## src/rtl/sram_ctl_pkg.sv

```systemverilog
package sram_ctl_pkg;

  typedef enum logic [2:0] {
    ST_IDLE,
    ST_RD,
    ST_WR,
    ST_HOLD,
    ST_GAP
  } seq_st_t;

  function automatic int imax(input int a, input int b);
    return (a > b) ? a : b;
  endfunction

endpackage

```

## src/rtl/sram_ctl_timer.sv

```systemverilog
module sram_ctl_timer #(
  parameter int CW = 3
) (
  input  logic          clk,
  input  logic          rst,
  input  logic          clr,
  output logic [CW-1:0] cnt
);

  always_ff @(posedge clk) begin
    if (rst || clr) begin
      cnt <= '0;
    end else if (cnt != {CW{1'b1}}) begin
      cnt <= cnt + 1'b1;
    end
  end

endmodule

```

## src/rtl/sram_ctl_dpath.sv

```systemverilog
module sram_ctl_dpath #(
  parameter int AW = 17,
  parameter int DW = 8
) (
  input  logic          clk,
  input  logic          rst,
  input  logic          load,
  input  logic [AW-1:0] req_addr,
  input  logic [DW-1:0] req_wdata,
  input  logic          cap,
  input  logic [DW-1:0] mem_dq_in,
  output logic [AW-1:0] mem_addr,
  output logic [DW-1:0] mem_dq_out,
  output logic [DW-1:0] rdata
);

  // Address and write byte are latched once per request and held for the
  // whole access, so address setup and hold around the strobe are met.
  always_ff @(posedge clk) begin
    if (rst) begin
      mem_addr   <= '0;
      mem_dq_out <= '0;
    end else if (load) begin
      mem_addr   <= req_addr;
      mem_dq_out <= req_wdata;
    end
  end

  always_ff @(posedge clk) begin
    if (rst) begin
      rdata <= '0;
    end else if (cap) begin
      rdata <= mem_dq_in;
    end
  end

  // The address may change only on an accept, which needs an idle block.
  p_addr_hold_r4 : assert property (@(posedge clk) disable iff (rst)
    (load && mem_addr != req_addr) |=> (mem_addr == $past(req_addr)));

endmodule

```

## src/rtl/sram_ctl_seq.sv

```systemverilog
module sram_ctl_seq
  import sram_ctl_pkg::*;
#(
  parameter int RD_CYC  = 3,
  parameter int WE_CYC  = 3,
  parameter int WR_TURN = 1,
  parameter int WR_HOLD = 1,
  parameter int GAP     = 1,
  parameter int CW      = 3
) (
  input  logic          clk,
  input  logic          rst,
  input  logic          req_valid,
  input  logic          req_we,
  input  logic          req_wr_oe_low,
  input  logic [CW-1:0] cnt,
  output logic          accept,
  output logic          cnt_clr,
  output logic          cap,
  output logic          ready,
  output logic          rvalid,
  output logic          ce_n,
  output logic          ce,
  output logic          we_n,
  output logic          oe_n,
  output logic          dq_oe
);

  seq_st_t state;
  logic    last;
  logic    turn_hit;

  assign accept = ready && req_valid;

  always_comb begin
    case (state)
      ST_RD:   last = (cnt == CW'(RD_CYC - 1));
      ST_WR:   last = (cnt == CW'(WE_CYC - 1));
      ST_HOLD: last = (cnt == CW'(WR_HOLD - 1));
      ST_GAP:  last = (cnt == CW'(GAP - 1));
      default: last = 1'b0;
    endcase
  end

  generate
    if (WR_TURN == 0) begin : g_turn_now
      assign turn_hit = 1'b0;
    end else begin : g_turn_cnt
      assign turn_hit = (state == ST_WR) && (cnt == CW'(WR_TURN - 1));
    end
  endgenerate

  assign cnt_clr = accept || last;
  assign cap     = (state == ST_RD) && last;

  always_ff @(posedge clk) begin
    if (rst) begin
      state  <= ST_IDLE;
      ready  <= 1'b1;
      rvalid <= 1'b0;
      ce_n   <= 1'b1;
      ce     <= 1'b0;
      we_n   <= 1'b1;
      oe_n   <= 1'b1;
      dq_oe  <= 1'b0;
    end else begin
      rvalid <= 1'b0;
      case (state)
        ST_IDLE: begin
          if (accept) begin
            ready <= 1'b0;
            ce_n  <= 1'b0;
            ce    <= 1'b1;
            if (req_we) begin
              we_n  <= 1'b0;
              oe_n  <= !req_wr_oe_low;
              dq_oe <= (WR_TURN == 0);
              state <= ST_WR;
            end else begin
              oe_n  <= 1'b0;
              state <= ST_RD;
            end
          end
        end
        ST_RD: begin
          if (last) begin
            rvalid <= 1'b1;
            ce_n   <= 1'b1;
            ce     <= 1'b0;
            oe_n   <= 1'b1;
            state  <= ST_GAP;
          end
        end
        ST_WR: begin
          if (turn_hit) dq_oe <= 1'b1;
          if (last) begin
            we_n  <= 1'b1;
            ce_n  <= 1'b1;
            ce    <= 1'b0;
            oe_n  <= 1'b1;
            state <= ST_HOLD;
          end
        end
        ST_HOLD: begin
          if (last) begin
            dq_oe <= 1'b0;
            state <= ST_GAP;
          end
        end
        ST_GAP: begin
          if (last) begin
            ready <= 1'b1;
            state <= ST_IDLE;
          end
        end
        default: state <= ST_IDLE;
      endcase
    end
  end

  p_idle_quiet_r1 : assert property (@(posedge clk) disable iff (rst)
    ready |-> (ce_n && !ce && we_n && oe_n && !dq_oe));

  p_busy_after_take_r2 : assert property (@(posedge clk) disable iff (rst)
    (ready && req_valid) |=> !ready);

  p_rvalid_pulse_r3 : assert property (@(posedge clk) disable iff (rst)
    rvalid |=> !rvalid);

  p_we_in_chip_r4 : assert property (@(posedge clk) disable iff (rst)
    !we_n |-> (!ce_n && ce));

  p_we_ends_chip_r4 : assert property (@(posedge clk) disable iff (rst)
    $rose(we_n) |-> (ce_n && !ce));

  p_no_contention_r5 : assert property (@(posedge clk) disable iff (rst)
    dq_oe |-> (oe_n || !we_n));

  p_drive_past_end_r5 : assert property (@(posedge clk) disable iff (rst)
    $rose(we_n) |-> dq_oe);

endmodule

```

## src/rtl/sram_ctl.sv

```systemverilog
module sram_ctl
  import sram_ctl_pkg::*;
#(
  parameter int AW       = 17,
  parameter int DW       = 8,
  parameter int RD_CYC   = 3,
  parameter int WR_TURN  = 1,
  parameter int WR_SETUP = 2,
  parameter int WR_PULSE = 3,
  parameter int WR_HOLD  = 1,
  parameter int GAP      = 1
) (
  input  logic          clk,
  input  logic          rst,
  input  logic          req_valid,
  output logic          req_ready,
  input  logic          req_we,
  input  logic          req_wr_oe_low,
  input  logic [AW-1:0] req_addr,
  input  logic [DW-1:0] req_wdata,
  output logic          rsp_valid,
  output logic [DW-1:0] rsp_rdata,
  output logic [AW-1:0] mem_addr,
  output logic          mem_ce_n,
  output logic          mem_ce,
  output logic          mem_we_n,
  output logic          mem_oe_n,
  output logic [DW-1:0] mem_dq_out,
  output logic          mem_dq_oe,
  input  logic [DW-1:0] mem_dq_in
);

  localparam int WE_CYC = imax(WR_PULSE, WR_TURN + WR_SETUP);
  localparam int LONGEST = imax(imax(RD_CYC, WE_CYC), imax(WR_HOLD, GAP));
  localparam int CW = $clog2(LONGEST + 1);

  logic          accept;
  logic          cnt_clr;
  logic          cap;
  logic [CW-1:0] cnt;

  sram_ctl_timer #(.CW(CW)) u_timer (
    .clk (clk),
    .rst (rst),
    .clr (cnt_clr),
    .cnt (cnt)
  );

  sram_ctl_seq #(
    .RD_CYC  (RD_CYC),
    .WE_CYC  (WE_CYC),
    .WR_TURN (WR_TURN),
    .WR_HOLD (WR_HOLD),
    .GAP     (GAP),
    .CW      (CW)
  ) u_seq (
    .clk           (clk),
    .rst           (rst),
    .req_valid     (req_valid),
    .req_we        (req_we),
    .req_wr_oe_low (req_wr_oe_low),
    .cnt           (cnt),
    .accept        (accept),
    .cnt_clr       (cnt_clr),
    .cap           (cap),
    .ready         (req_ready),
    .rvalid        (rsp_valid),
    .ce_n          (mem_ce_n),
    .ce            (mem_ce),
    .we_n          (mem_we_n),
    .oe_n          (mem_oe_n),
    .dq_oe         (mem_dq_oe)
  );

  sram_ctl_dpath #(.AW(AW), .DW(DW)) u_dpath (
    .clk        (clk),
    .rst        (rst),
    .load       (accept),
    .req_addr   (req_addr),
    .req_wdata  (req_wdata),
    .cap        (cap),
    .mem_dq_in  (mem_dq_in),
    .mem_addr   (mem_addr),
    .mem_dq_out (mem_dq_out),
    .rdata      (rsp_rdata)
  );

  // Address stays put from one write-strobe cycle to the next.
  p_addr_steady_r4 : assert property (@(posedge clk) disable iff (rst)
    (!mem_we_n && $past(!mem_we_n)) |-> $stable(mem_addr));

endmodule

```

## config.mk

```make
export PLATFORM = sky130hd
export DESIGN_NAME = sram_ctl
export DESIGN_NICKNAME = d
export VERILOG_FILES = /design/src/rtl/sram_ctl_pkg.sv /design/src/rtl/sram_ctl_timer.sv /design/src/rtl/sram_ctl_dpath.sv /design/src/rtl/sram_ctl_seq.sv /design/src/rtl/sram_ctl.sv
export SDC_FILE = /design/constraint.sdc
export NUM_CORES = 1
export LEC_CHECK = 0
export BUFFER_PORTS_ARGS = -buffer_cell sky130_fd_sc_hd__buf_2
export CAP_MARGIN = 20
export CORE_MARGIN = 3
export CORE_UTILIZATION = 50
export DETAILED_ROUTE_END_ITERATION = 6
export PLACE_DENSITY_LB_ADDON = 0.08
export SLEW_MARGIN = 20
export SYNTH_ARGS = -nofsm -noshare
export SYNTH_HDL_FRONTEND = slang
export SYNTH_SLANG_ARGS = --single-unit
```

## constraint.sdc

```tcl
create_clock -name clk -period 3.2 [get_ports clk]
set_input_delay 0.48 -clock clk [delete_from_list [all_inputs] [get_ports clk]]
set_output_delay 0.48 -clock clk [all_outputs]
set_load 0.05 [all_outputs]
```

; Word level (Yosys, flattened, before mapping)
; Cells that the tools add are included.
[totals]
register_bits = 45
out_inout_bits = 40
wordCells = 72
[classes]
n_addsub = 1
eq_ne = 14
muxes = 23
n_bitwise = 1
n_reduce_logical = 21
[ops]
columns = operator, n
row1 = "inequality test 2 x 1 -> 1 bit, second input constant", 7
row2 = 2-to-1 mux 3 bit, 4
row3 = one-hot mux 1 bit (2 select lines), 6
row4 = one-hot mux 3 bit (4 select lines), 1
row5 = 2-to-1 mux 1 bit, 10
row6 = AND reduction 4 bit, 2
row7 = OR reduction 2 bit, 4
row8 = "== test 3 x 2 -> 1 bit, second input constant", 2
row9 = AND reduction 3 bit, 2
row10 = nonzero test 2 bit, 3
row11 = AND reduction 5 bit, 1
row12 = "inequality test 2 bit, second input constant", 2
row13 = "== test 3 x 1 -> 1 bit, second input constant", 1
row14 = "== test 3 bit, second input constant", 1
row15 = logical AND 1 bit, 3
row16 = logical NOT 3 bit, 1
row17 = one-hot mux 1 bit (3 select lines), 1
row18 = nonzero test 3 bit, 1
row19 = "adder 2 x 1 -> 2 bit, second input constant", 1
row20 = "== test 2 bit, second input constant", 1
row21 = logical NOT 2 bit, 1
row22 = logical OR 1 bit, 2
row23 = 2-to-1 mux 2 bit, 1
row24 = logical NOT 1 bit, 1
row25 = inverter 1 bit, 1

; Logic depth before layout (Yosys ltp)
[logic_depth]
word_depth = 5
ltp_mapped = 6
depth_no_buf = 5

; By module
; A second synthesis with hierarchy kept.
[hier_totals]
hier_cells = 182
hier_area_um2 = 1866.8
[by_module_without_submodules]
columns = module, instances, cells_each, area_each_um2, seq_area_each_um2
row1 = sram_ctl_dpath, 1, 107, 1191.1, 660.6
row2 = sram_ctl_seq, 1, 68, 584.3, 200.2
row3 = sram_ctl_timer, 1, 7, 91.3, 40.0

; Least setup slack after synthesis
; OpenSTA, ideal clock, no wires.
[synth_path]
path_kind = reg-to-reg
from = register u_seq.ready
to = register u_seq.dq_oe
arrival_ps = 1536
slack_ps = 1543
stages_incl_launch_ff = 4
path_cell_list = dfxtp_1 nand3b_1 a221oi_2 mux2_2
[synth_via]
elab_chain_cells = 3
[synth_lines]
columns = item, line
row1 = "start, declared", sram_ctl_seq.sv:20  ; output logic ready,
row2 = "start signal, assigned", sram_ctl_seq.sv:59  ; ready <= 1'b1;
row3 = "start signal, assigned", sram_ctl_seq.sv:71  ; ready <= 1'b0;
row4 = "start signal, assigned", sram_ctl_seq.sv:112  ; ready <= 1'b1;
row5 = logical AND 1 bit, sram_ctl_seq.sv:33  ; assign accept = ready && req_valid;
row6 = inequality test 2 x 1 -> 1 bit (no line), -
row7 = AND reduction 5 bit (no line), -
row8 = "end signal, assigned", sram_ctl_seq.sv:77  ; dq_oe <= (WR_TURN == 0);
row9 = "end, declared", sram_ctl_seq.sv:26  ; output logic dq_oe
; No other way between the ends.
; A chain may end at the register's enable or synchronous reset.

; Worst setup path in the final report
[layout_path]
from = register u_timer.cnt[0]
to = register u_seq.dq_oe
[layout_via]
elab_chain_cells = 4
[layout_lines]
columns = item, line
row1 = "start, declared", sram_ctl_timer.sv:7  ; output logic [CW-1:0] cnt
row2 = "start signal, assigned", sram_ctl_timer.sv:14  ; cnt <= cnt + 1'b1;
row3 = == test 2 bit or logical NOT 2 bit (tied branches), -
row4 = one-hot mux 1 bit (2 select lines) or logical AND 1 bit (tied branches), "sram_ctl_seq.sv:36, sram_ctl_seq.sv:49"
row5 = inequality test 2 x 1 -> 1 bit (no line), -
row6 = AND reduction 5 bit (no line) *, -
; Every way passes the cells marked *; elsewhere a longest branch is shown, timed or not.

==> results <==
- The run finished with clean final reports.
- The switching part of the total power is 0.348.
- The detailed router put a total of 1.77 mm of wire on met1.
- The max-slew violation total from the final report is 0.
- The clock latency on the worst-skew pair is 0.30 ns.
- Adding up every negative setup slack in the final design gives 0 ns.
- Detailed placement finished with a half-perimeter wire length of 2.85 mm.
- The count of hold buffers inserted by post-cts repair is 0.
- The number of enable-type register cells in the synthesized netlist is 0.
- The relative slew slack is 0.406.
- The startpoint type of the worst setup path is a flop.
- The synthesis-to-finish area growth is 25.2%.
- The die covers 4450 µm².
- The leakage power of the design is 1.05 nW.
- Data on the critical path is required at its endpoint by 3.44 ns.
- The number of H-tree levels is 2.
- The switching power total is 0.457 mW.
- The share of power burned in the clock network is 0.264.
- The first-pass GRT wire length is approximately 6.5 mm.
- The reported max-cap violation count is 0.
- The detailed router used layers up to and including met4.
- On the final layout, the worst hold slack is 0.409 ns.
- The startpoint of the worst-slack reg-to-reg timing path is u_timer.cnt[0].
- Setup slack on the critical path of the routed design comes to 1.61 ns.
- During placement, the flow inserted port buffers numbering 77.
- Detailed routing placed a total of 362 µm of wire on met3.
- The combined area of the multi-input logic cells is around 840 µm².
- The routability congestion estimate is 0.773.
- The number of cells in the design after placement is 327.
- After detailed routing, the number of remaining DRC violations is 0.
- The internal portion of the total power is 0.857 mW.
- The kind of critical path is flop to flop.
- The count of TritonRoute iterations in the first routing pass is 4.
- The total of flip-flops plus latches after synthesis is 45.
- The floorplan has 21 rows.
- The worst setup path is captured at a flop.
- Once layout is complete, the cells apart from fillers number 335.
- The peak ir drop on the vdd network is 0.396 mV.
- The fraction of final layout cells sized beyond drive strength 1 is 0.332.
- Setup repair after global routing left no endpoint under its margin.
- The transition time of the tightest slew-check pin is 0.891 ns.
- Synthesis produced a netlist whose cell count is 218.
- The final count of hold timing violations is 0.
- Before CTS, the worst setup slack after placement is 1.46 ns.
- The initial detailed-routing violation count is 120.
- The critical path goes through inv_1 > ha_1 > nand2b_1 > a2111oi_0 > mux2_2.
- The number of buffers and inverters on the critical path is 1.
- The overall track demand over capacity in global routing is 0.189.
- In the post-synthesis netlist, the biggest area contributors are sky130_fd_sc_hd__dfxtp_1 (49%), sky130_fd_sc_hd__nand2_1 (14%), sky130_fd_sc_hd__a21oi_1 (10%), sky130_fd_sc_hd__ha_1 (2.0%), sky130_fd_sc_hd__a221oi_2 (1.6%).
- In this run, post-CTS repair resized a total of 0 instances.
- The final-stage net count is 329.
- The timing-limited maximum frequency is 0.628 GHz.
- Counting the fill cells in the layout gives 320.
- The via count of the first global-routing pass was 1520.
- The post-CTS repair timing setup buffer count is 0.
- The smallest clock period supported by the final layout is computed as 1.59 ns.
- The via count is between 1.5k and 2k.
- Among all stages on the critical path, the largest delay is contributed by sky130_fd_sc_hd__a2111oi_0.
- The launch point of the worst hold path is req_wdata[3].
- No sink is reached through more buffers than the 2 on the longest clock path.
- The arrival time reported for the critical path endpoint is 1.84 ns.
- The core outline area is 3440 µm².
- The average instance in the mapped netlist occupies 8.45 µm².
- The most common flop cell mapped by yosys is sky130_fd_sc_hd__dfxtp_1.
- Clock tree synthesis selected as its root buffer the cell sky130_fd_sc_hd__clkbuf_8.
- The area used by sequential logic in the layout is 901 µm².
- The initial utilization of the core area, before any placement, comes to 0.535.
- Measured along the x axis, the die boundary spans 66.7 µm.
- The TritonCTS buffer count is 5.
- The part of the total power dissipated in combinational logic is 0.251.
- The total overflow reported by the global router is 0.
- TritonCTS built the clock tree.
- Summed over all layers, the routed wires come to 3.97 mm.
- The number of synthesis warnings is 0.
- CTS saw 45 sinks.
- In the finished design, the share of the clock period the worst path needs comes to 0.498.
- The average wire per cell in the routed design is approximately 12 µm.
- The area of the mapped netlist is 1840 µm².
- Of all flip-flops after synthesis, the portion carrying an async set or reset was 0.
- between 70 and 80 I/O pins were placed.
- The share of synthesized area occupied by flip-flops and latches is 0.489.
- The worst min-delay path class is input port to flop.
- The pin count of the biggest net entering global routing is 46.
- The total non-filler cell area in the finished layout is around 2300 µm².
- The distinct cell type count after synthesis is 40.
- Of the post-synthesis cell area, the dominant cell type holds 0.489.
- After clock tree synthesis, the clock-pin slew on the worst setup and hold paths is 0.09 ns.
- The number of antenna violations at the first check in global routing is 0.
- The number of inserted diodes is 0.
- The share of total power dissipated in sequential elements is 0.485.
- The via-per-instance ratio is approximately 5.
- The final-report setup violation count is 0.
- The number of nets handed over by synthesis was roughly 260.
- The biggest area contributor in the post-synthesis netlist is sky130_fd_sc_hd__dfxtp_1.
- The stage delay of the slowest cell on the critical path is 0.41 ns.
- In this run the cell area measured after placement is 2220 µm².
- In this run the power density over the cells is 570 nW/µm².
- The die is 66.7 µm tall.
- The most critical setup path has its startpoint at u_timer.cnt[0].
- The met2 routed wirelength is 1.81 mm.
- The final clock skew is ~0.0085 ns.
- On the critical path the largest part of the delay comes from compound AO/OA/AOI/OAI gates.
- The maximum net fanout on the critical path is 7.
- Once detail routing completed, the nets flagged for antenna violations numbered 0.
==> registers in the layout, summed over array words and instances (netlist names), 2 cells and up <==
name and flops:
u_dpath.rdata 8, u_timer.cnt 2, u_seq.state 3, u_dpath.mem_dq_out 8
u_dpath.mem_addr 17
==> layer usage <==
metal  up-vias  global-route usage
li1        870                   -
met1       725               0.232
met2        60               0.303
met3         4              0.0742
met4         0              0.0558
met5         -                   0
==> logic make-up after synthesis <==
logic type | Yosys count | share of synthesized area
simple gates | 89 | 0.223
compound gates | 54 | 0.185
flops | 45 | 0.489
buf+inv | 22 | 0.0563
mux | 3 | 0.0170
fa+ha+maj | 3 | 0.0204
xor+xnor | 2 | 0.00951
==> worst reg2reg max path, cell delays in order (launching register included) <==
cell                        delay (ns)
sky130_fd_sc_hd__dfxtp_1          0.38
sky130_fd_sc_hd__inv_1            0.08
sky130_fd_sc_hd__ha_1             0.28
sky130_fd_sc_hd__nand2b_1         0.17
sky130_fd_sc_hd__a2111oi_0        0.41
sky130_fd_sc_hd__mux2_2           0.22
==> power by group through the flow <==
stage	Sequential, mW	Clock (mW)	Combinational [mW]
detailed placement	0.651	0	0.332
global placement	0.650	0	0.329
floorplan	0.762	0	0.145
CTS	0.638	0.355	0.333
finish	0.638	0.347	0.330
global route	0.646	0.383	0.358
==> through the flow <==
step	total power, mW	utilization
final	1.31	0.670
after global routing	1.39	0.670
after CTS	1.33	0.670
after detailed placement	0.983	0.644
after global placement	0.979	0.644
after floorplan	0.906	-
==> cells in the mapped netlist, types with 3 or more instances <==
cell type,count
sky130_fd_sc_hd__dfxtp_1,45
sky130_fd_sc_hd__buf_2,5
sky130_fd_sc_hd__ha_1,3
sky130_fd_sc_hd__nand2_1,69
sky130_fd_sc_hd__nor2_1,4
sky130_fd_sc_hd__inv_1,5
sky130_fd_sc_hd__a21oi_1,37
sky130_fd_sc_hd__clkbuf_1,7
sky130_fd_sc_hd__nand2b_1,3
==> cell type report <==
class / count / area share
flip-flops and latches: 45 / 0.390
multi-input cells: 151 / 0.363
repair buffers: 78 / 0.170
clock buffers: 5 / 0.0298
well taps: 46 / 0.0249
inverters: 7 / 0.0114
clock inverters: 3 / 0.00976
==> final timing paths <==
path | depth (start not counted) | to | slack [ns]
worst max-delay path | 5 | u_seq.dq_oe | 1.61
worst min-delay path | 3 | u_dpath.mem_dq_out[3] | 0.41
worst max register to register | 5 | u_seq.dq_oe | 1.61
worst min register to register | 2 | u_dpath.rdata[4] | 0.45
==> cell usage in the layout, fill, tap and decap left out, types with 3 or more instances in the layout <==
cell type,count
sky130_fd_sc_hd__a21oi_1,37
sky130_fd_sc_hd__nor2_1,4
sky130_fd_sc_hd__dfxtp_1,45
sky130_fd_sc_hd__nand2_1,69
sky130_fd_sc_hd__nand2b_1,3
sky130_fd_sc_hd__inv_1,5
sky130_fd_sc_hd__ha_1,3
sky130_fd_sc_hd__buf_2,77
sky130_fd_sc_hd__clkbuf_8,5
(Power assumes the default switching activity.)
